$ cat src/rtl/updn_cnt_pkg.sv
package updn_cnt_pkg;

    typedef enum logic {
        DIR_DOWN = 1'b0,
        DIR_UP   = 1'b1
    } dir_e;

    typedef enum logic {
        RANGE_DEC = 1'b0,
        RANGE_BIN = 1'b1
    } range_e;

    typedef enum logic [1:0] {
        OP_HOLD  = 2'd0,
        OP_STEP  = 2'd1,
        OP_LOAD  = 2'd2,
        OP_CLEAR = 2'd3
    } op_e;

    typedef struct packed {
        dir_e   dir;
        range_e rng;
        logic   run;
    } ctrl_t;

    // Priority: clear, then load, then step, else hold.
    function automatic op_e pick_op(input logic clr, input logic ld, input logic run);
        if (clr)      return OP_CLEAR;
        else if (ld)  return OP_LOAD;
        else if (run) return OP_STEP;
        else          return OP_HOLD;
    endfunction

endpackage

$ cat src/rtl/updn_cnt_ctrl.sv
module updn_cnt_ctrl
    import updn_cnt_pkg::*;
(
    input  logic  rst,
    input  logic  up_dn,
    input  logic  bin_dec,
    input  logic  load,
    input  logic  cin_n,
    output ctrl_t ctrl,
    output op_e   op
);
    always_comb begin
        ctrl.dir = up_dn   ? DIR_UP    : DIR_DOWN;
        ctrl.rng = bin_dec ? RANGE_BIN : RANGE_DEC;
        ctrl.run = ~cin_n;
        op       = pick_op(rst, load, ~cin_n);
    end
endmodule

$ cat src/rtl/updn_cnt_step.sv
module updn_cnt_step
    import updn_cnt_pkg::*;
#(
    parameter int W        = 4,
    parameter int DEC_LAST = 9
) (
    input  logic [W-1:0] cur,
    input  ctrl_t        ctrl,
    output logic [W-1:0] nxt,
    output logic         at_term
);
    localparam logic [W-1:0] BIN_LAST = '1;
    localparam logic [W-1:0] DEC_TOP  = W'(DEC_LAST);
    localparam logic [W-1:0] ONE      = W'(1);

    logic [W-1:0] last;
    logic         at_last;
    logic         at_zero;

    always_comb begin
        last    = (ctrl.rng == RANGE_BIN) ? BIN_LAST : DEC_TOP;
        at_last = (cur == last);
        at_zero = (cur == '0);
        if (ctrl.dir == DIR_UP) begin
            nxt     = at_last ? '0 : cur + ONE;
            at_term = at_last;
        end else begin
            nxt     = at_zero ? last : cur - ONE;
            at_term = at_zero;
        end
    end
endmodule

$ cat src/rtl/updn_cnt_reg.sv
module updn_cnt_reg
    import updn_cnt_pkg::*;
#(
    parameter int W = 4
) (
    input  logic         clk,
    input  op_e          op,
    input  logic [W-1:0] step_val,
    input  logic [W-1:0] load_val,
    output logic [W-1:0] q
);
    always_ff @(posedge clk) begin
        unique case (op)
            OP_CLEAR: q <= '0;
            OP_LOAD:  q <= load_val;
            OP_STEP:  q <= step_val;
            default:  q <= q;
        endcase
    end
endmodule

$ cat src/rtl/updn_preset_counter.sv
module updn_preset_counter
    import updn_cnt_pkg::*;
#(
    parameter int W        = 4,
    parameter int DEC_LAST = 9
) (
    input  logic         clk,
    input  logic         rst,
    input  logic         up_dn,
    input  logic         bin_dec,
    input  logic         load,
    input  logic         cin_n,
    input  logic [W-1:0] din,
    output logic [W-1:0] q,
    output logic         cout_n
);
    ctrl_t        ctrl;
    op_e          op;
    logic [W-1:0] step_val;
    logic         at_term;

    updn_cnt_ctrl u_ctrl (
        .rst     (rst),
        .up_dn   (up_dn),
        .bin_dec (bin_dec),
        .load    (load),
        .cin_n   (cin_n),
        .ctrl    (ctrl),
        .op      (op)
    );

    updn_cnt_step #(.W(W), .DEC_LAST(DEC_LAST)) u_step (
        .cur     (q),
        .ctrl    (ctrl),
        .nxt     (step_val),
        .at_term (at_term)
    );

    updn_cnt_reg #(.W(W)) u_reg (
        .clk      (clk),
        .op       (op),
        .step_val (step_val),
        .load_val (din),
        .q        (q)
    );

    assign cout_n = ~(ctrl.run & at_term);
endmodule

$ cat config.mk
export PLATFORM = sky130hd
export DESIGN_NAME = updn_preset_counter
export DESIGN_NICKNAME = d
export VERILOG_FILES = /design/src/rtl/updn_cnt_pkg.sv /design/src/rtl/updn_cnt_ctrl.sv /design/src/rtl/updn_cnt_step.sv /design/src/rtl/updn_cnt_reg.sv /design/src/rtl/updn_preset_counter.sv
export SDC_FILE = /design/constraint.sdc
export NUM_CORES = 1
export LEC_CHECK = 0
export BUFFER_PORTS_ARGS = -buffer_cell sky130_fd_sc_hd__buf_2
export CAP_MARGIN = 20
export CELL_PAD_IN_SITES_DETAIL_PLACEMENT = 1
export CELL_PAD_IN_SITES_GLOBAL_PLACEMENT = 2
export CORE_MARGIN = 3
export CORE_UTILIZATION = 25
export CTS_CLUSTER_SIZE = 12
export DETAILED_ROUTE_END_ITERATION = 6
export PLACE_DENSITY_LB_ADDON = 0.12
export SYNTH_ARGS = -nofsm -noshare
export SYNTH_HDL_FRONTEND = slang
export SYNTH_SLANG_ARGS = --single-unit
export TNS_END_PERCENT = 20
$ cat constraint.sdc
create_clock -name clk -period 2 [get_ports clk]
set_input_delay 0 -clock clk [delete_from_list [all_inputs] [get_ports clk]]
set_output_delay 0 -clock clk [all_outputs]
set_load 0.1 [all_outputs]
* Yosys cells after proc, flatten, opt, wreduce, memory -nomap -nowiden
Cells that the tools add are included.
** Storage, ports and cells
- Bits in registers :: 4
- Latch bits :: 0
- RAM bits :: 0
- Memory bits (read-only) :: 0
- Output and inout bits :: 5
- Logic and storage cells :: 23
- Memories :: 0
** Operators by class
- Add/sub/neg operators :: 2
- Multipliers :: 0
- Div/mod/pow operators :: 0
- Magnitude comparators :: 0
- Equal/unequal tests :: 4
- Shift operators :: 0
- Multiplexer cells :: 11
- Bitwise logic cells :: 3
- Reduce and logical (&&, ||, !) cells :: 2
** Operators with widths (number)
- $mux W4 :: 3
- $pmux W4 S3 :: 1
- $add A4 B1 Y4 const B :: 1
- $eq A2 B2 Y1 const B :: 2
- $eq A4 B4 Y1 :: 1
- $logic_not A4 Y1 :: 1
- $mux W1 :: 4
- $mux W2 :: 2
- $sub A4 B1 Y4 const B :: 1
- $mux W3 :: 1
- $reduce_bool A3 Y1 :: 1
- $eq A2 B1 Y1 const B :: 1
- $not A1 Y1 :: 2
- $and A1 B1 Y1 :: 1

* Depth between registers and ports, before layout
- Depth in word-level cells :: 6
- Mapped depth :: 7

* Cells and area by module
Synthesis repeated with hierarchy kept, for this count alone.
** Unflattened totals
- Cell total of the unflattened synthesis :: 59
- Area total of the unflattened synthesis :: 488.0 µm²
** Modules (own cells, without submodules)
- updn_cnt_step :: times used 1, cells an instance 35, area each 227.7 µm², seq. area each 0.0 µm²
- updn_cnt_reg :: times used 1, cells an instance 18, area each 224.0 µm², seq. area each 120.1 µm²
- updn_cnt_ctrl :: times used 1, cells an instance 5, area each 32.5 µm², seq. area each 0.0 µm²
- updn_preset_counter :: times used 1, cells an instance 1, area each 3.8 µm², seq. area each 0.0 µm²

* Worst setup path after synthesis
OpenSTA, ideal clock, no wires.
- Path kind :: register to output
- Start :: register u_reg.q[1]
- End :: output cout_n
- Arrival time :: 2.587 ns
- Data required time :: 2.000 ns
- Slack :: -0.587 ns
- Stages on the path, launching flop included :: 8
- Buffers on the path :: 1
- Path through :: edfxtp_1 buf_2 inv_1 ha_1 or3b_4 nor2_1 a21oi_1 or2_1
** Between the ends
- Word-level cells in the longest chain between the ends :: 4
** RTL lines
- from (decl) :: RTL line updn_cnt_reg.sv:10 : output logic [W-1:0] q
- from (signal assigned) :: RTL line updn_cnt_reg.sv:15 : OP_LOAD: q <= load_val;
- from (signal assigned) :: RTL line updn_cnt_reg.sv:16 : OP_STEP: q <= step_val;
- from (signal assigned) :: RTL line updn_cnt_reg.sv:17 : default: q <= q;
- $eq A4 B4 Y1 or $logic_not A4 Y1 (tied branches) :: RTL line updn_cnt_step.sv:22, updn_cnt_step.sv:23
- $mux W1 (*) :: RTL line updn_cnt_step.sv:24 : if (ctrl.dir == DIR_UP) begin
- $and A1 B1 Y1 (*) :: RTL line updn_preset_counter.sv:47 : assign cout_n = ~(ctrl.run & at_term);
- $not A1 Y1 (*) :: RTL line updn_preset_counter.sv:47
- to (decl) :: RTL line updn_preset_counter.sv:15 : output logic cout_n
Every way passes the cells marked *; elsewhere a longest branch is shown, timed or not.

* Worst setup path in the final report
- Start :: register u_reg.q[0]
- End :: output cout_n
Same word-level chain as after synthesis.

==> flow_summary.yaml <==
routing:
  first_pass_iters: 2
  drt_wl_total_um: 1330
  viasPerCell: 5.22
  ant_nets: 0
  wire_per_inst_um: 14.9
  drc: 0
  drtIter0Drc: 9
  via_count: 465
job:
  drv_cap: 0
setup_path:
  worstRegToRegCells: 6
  cp-start-kind: "flip-flop"
  rr_endpoint: "u_reg.q[1]"
  reg2reg_from: "u_reg.q[0]"
  cp-end-kind: "output port"
  worstSetupPathType: "flip-flop to output port"
  path_max_fanout: 4
  rrSetupSlack_ns: 0.12
  cp_data_arrival_time_ns: 1.89
  crit_required_ns: 2.00
logic_synthesis:
  syn-num-nets: 64
  ys_ff_latch: 4
  synth_cell_types: 28
  synth_cells: 52
  synth_area_um2: 430
  yosysTopAreaCellShare: 0.279
  ys_top_cells_by_count: "a21oi_1, edfxtp_1, inv_1, nor2_1, o21ai_0"
  synth_edf_count: 4
  synthArstFlopShare: 0
  seq_area_frac_synth: 0.279
  synth_area_leaders: "edfxtp_1, a21oi_1, ha_1"
  yosysMostFrequentCell: "a21oi_1"
  yosysWarnings: 0
  synth_top_area_cell: "edfxtp_1"
  dominantRegCellSynth: "edfxtp_1"
  avgSynthCellArea_um2: 8.28
sta:
  hold_viol: 0
  setup_violations: 0
  fmax_mhz: 530
  post-route-period-util: 0.943
  fin_skew_ns: 0.00776
  grt_setup_unrepaired: "false"
  worst-slew-pin-transition_ns: 0.485
  final_max_slew_viol_count: 0
  final.min_clock_period_ns: 1.89
  relSlewSlack: 0.679
  whs_ns: 0.0454
power:
  switching_share: 0.420
  p_leak_nw: 0.266
  pwr-share-clk: 0.246
  combPwrFrac: 0.496
  internal-power_uw: 240
  vdd_drop_max_uv: 320
  power.density_nw_per_um2: 677
  seq_power_share: 0.258
  switchingPower_uw: 174
global_route:
  grt-ovfl-total: 0
  grt_pass1_wl_um: 2120
  grt_pass1_vias: 467
  grt_start_max_net_pins: 11
  antenna_found_initial: 0
  grt_usage: 0.133
clock_network:
  cts_root_buf: "clkbuf_4"
  clkLatencyLatePin_ns: 0.24
  h-tree-depth: 1
  clock_sink_count: 4
  cts_max_path_buffers: 2
  cts_tree: "yes"
  clk_pin_slew_worst_paths_ns: 0.04
  cts-buffers-inserted: 3
die:
  rows: 14
  ioPinCount: 15
  fp.dieH_um: 47.5
  start_util: 0.276
  core_area_um2: 1560
  die_area_um2: 2260
  die_x_um: 47.5
final_layout:
  nets: 87
  finalCoreUtilization: 0.392
  drive_above_1_share: 0.466
  design_area_um2: 612
  largest_register_ffs: 4
  antennaDiodeCount: 0
  area_delta_synth_final_pct: 42.2
  largest_registers: "u_reg.q (4)"
  top_register: "u_reg.q"
worst_hold_path:
  hold_end: "u_reg.q[3]"
  hold_depth: 3
  hold_path_class: "input pin to flip-flop"
  min_from: "din[3]"
status:
  status: "finished, final reports clean"
placed_design:
  gp_congestion: 0.706
  place_area_um2: 533
  io_buffers: 14
  dp_hpwl_um: 983
[layout make-up]
cell class / count / area, µm²
Inverter: 4 / 15.0
Sequential cell: 4 / 120
Fill cell: 200 / 947
Clock buffer: 3 / 22.5
Tap cell: 16 / 20.0
Multi-Input combinational cell: 41 / 297
Timing Repair Buffer: 21 / 138
[power by group through the flow]
stage	Combinational, mW	Clock, mW	Sequential (mW)
finish	0.205	0.102	0.107
global placement	0.180	0	0.109
detailed placement	0.181	0	0.109
CTS	0.188	0.104	0.106
floorplan	0.0821	0	0.167
global route	0.220	0.109	0.107
[timing repair]
| item | 4_1_cts | 5_1_grt |
|---|---|---|
| hold buffers | 0 | 0 |
| buffers inserted | 1 | 2 |
| hold endpoints to repair | 0 | 0 |
| resized for setup | 3 | 7 |
| endpoints found under the setup margin | 1 | 1 |
[metrics by stage]
stage          instances  total power, mW  setup slack [ns]  setup TNS (ns)
6_report              89            0.414             0.114               0
5_1_grt               89            0.437            0.0317               0
4_1_cts               87            0.399            0.0211               0
3_5_place_dp          83            0.290             0.118               0
3_3_place_gp          83            0.289             0.125               0
2_1_floorplan         52            0.250            -0.331           -1.40
[worst max path at each step]
stage / startpoint / endpoint / slack [ns]
floorplan: u_reg.q[0] / u_reg.q[2] / -0.33
global placement: u_reg.q[0] / cout_n / 0.12
detailed placement: u_reg.q[0] / cout_n / 0.12
CTS: u_reg.q[0] / cout_n / 0.02
global route: u_reg.q[0] / u_reg.q[1] / 0.03
finish: u_reg.q[0] / cout_n / 0.11
[metal layers]
layer	wire length, µm	track usage	vias to the layer above	share of wire
met3	52	0.0301	0	0.039
met5	0	0	-	0
li1	-	-	236	-
met4	0	0.0331	0	0
met2	662	0.219	12	0.50
met1	609	0.175	217	0.46
[cells by family after synthesis]
logic type	synth area share
flip-flops	0.279
AND/OR/NAND/NOR	0.279
buffers and inverters	0.0814
AO/OA/AOI/OAI	0.282
adder cells (fa/ha/maj)	0.0581
XOR/XNOR	0.0204
[placed cells by master (no fill, tap or decap), drive strengths merged]
cell | Yosys | layout
o21ai | 4 | 4
ha | 2 | 2
inv | 4 | 4
a21oi | 7 | 7
o211ai | 1 | 1
edfxtp | 4 | 4
xnor2 | 1 | 1
a211o | 1 | 1
and3 | 1 | 1
nand3b | 1 | 1
nor3 | 1 | 1
o32a | 1 | 1
nand2 | 3 | 3
nand3 | 3 | 3
buf | 2 | 21
a2111oi | 1 | 1
o21bai | 1 | 1
nor4b | 1 | 1
or3 | 2 | 2
a22o | 2 | 2
nor2 | 4 | 4
or2 | 1 | 1
clkbuf | 1 | 3
or3b | 2 | 2
nor2b | 1 | 1
[worst max-delay path: stages (launching register included)]
cell and delay, ns:
edfxtp_1 0.41, inv_2 0.08, ha_2 0.19, or3b_4 0.40
nor2_2 0.10, a21oi_1 0.06, or2_4 0.25, buf_12 0.17
Power figures use the tool's default switching activity.
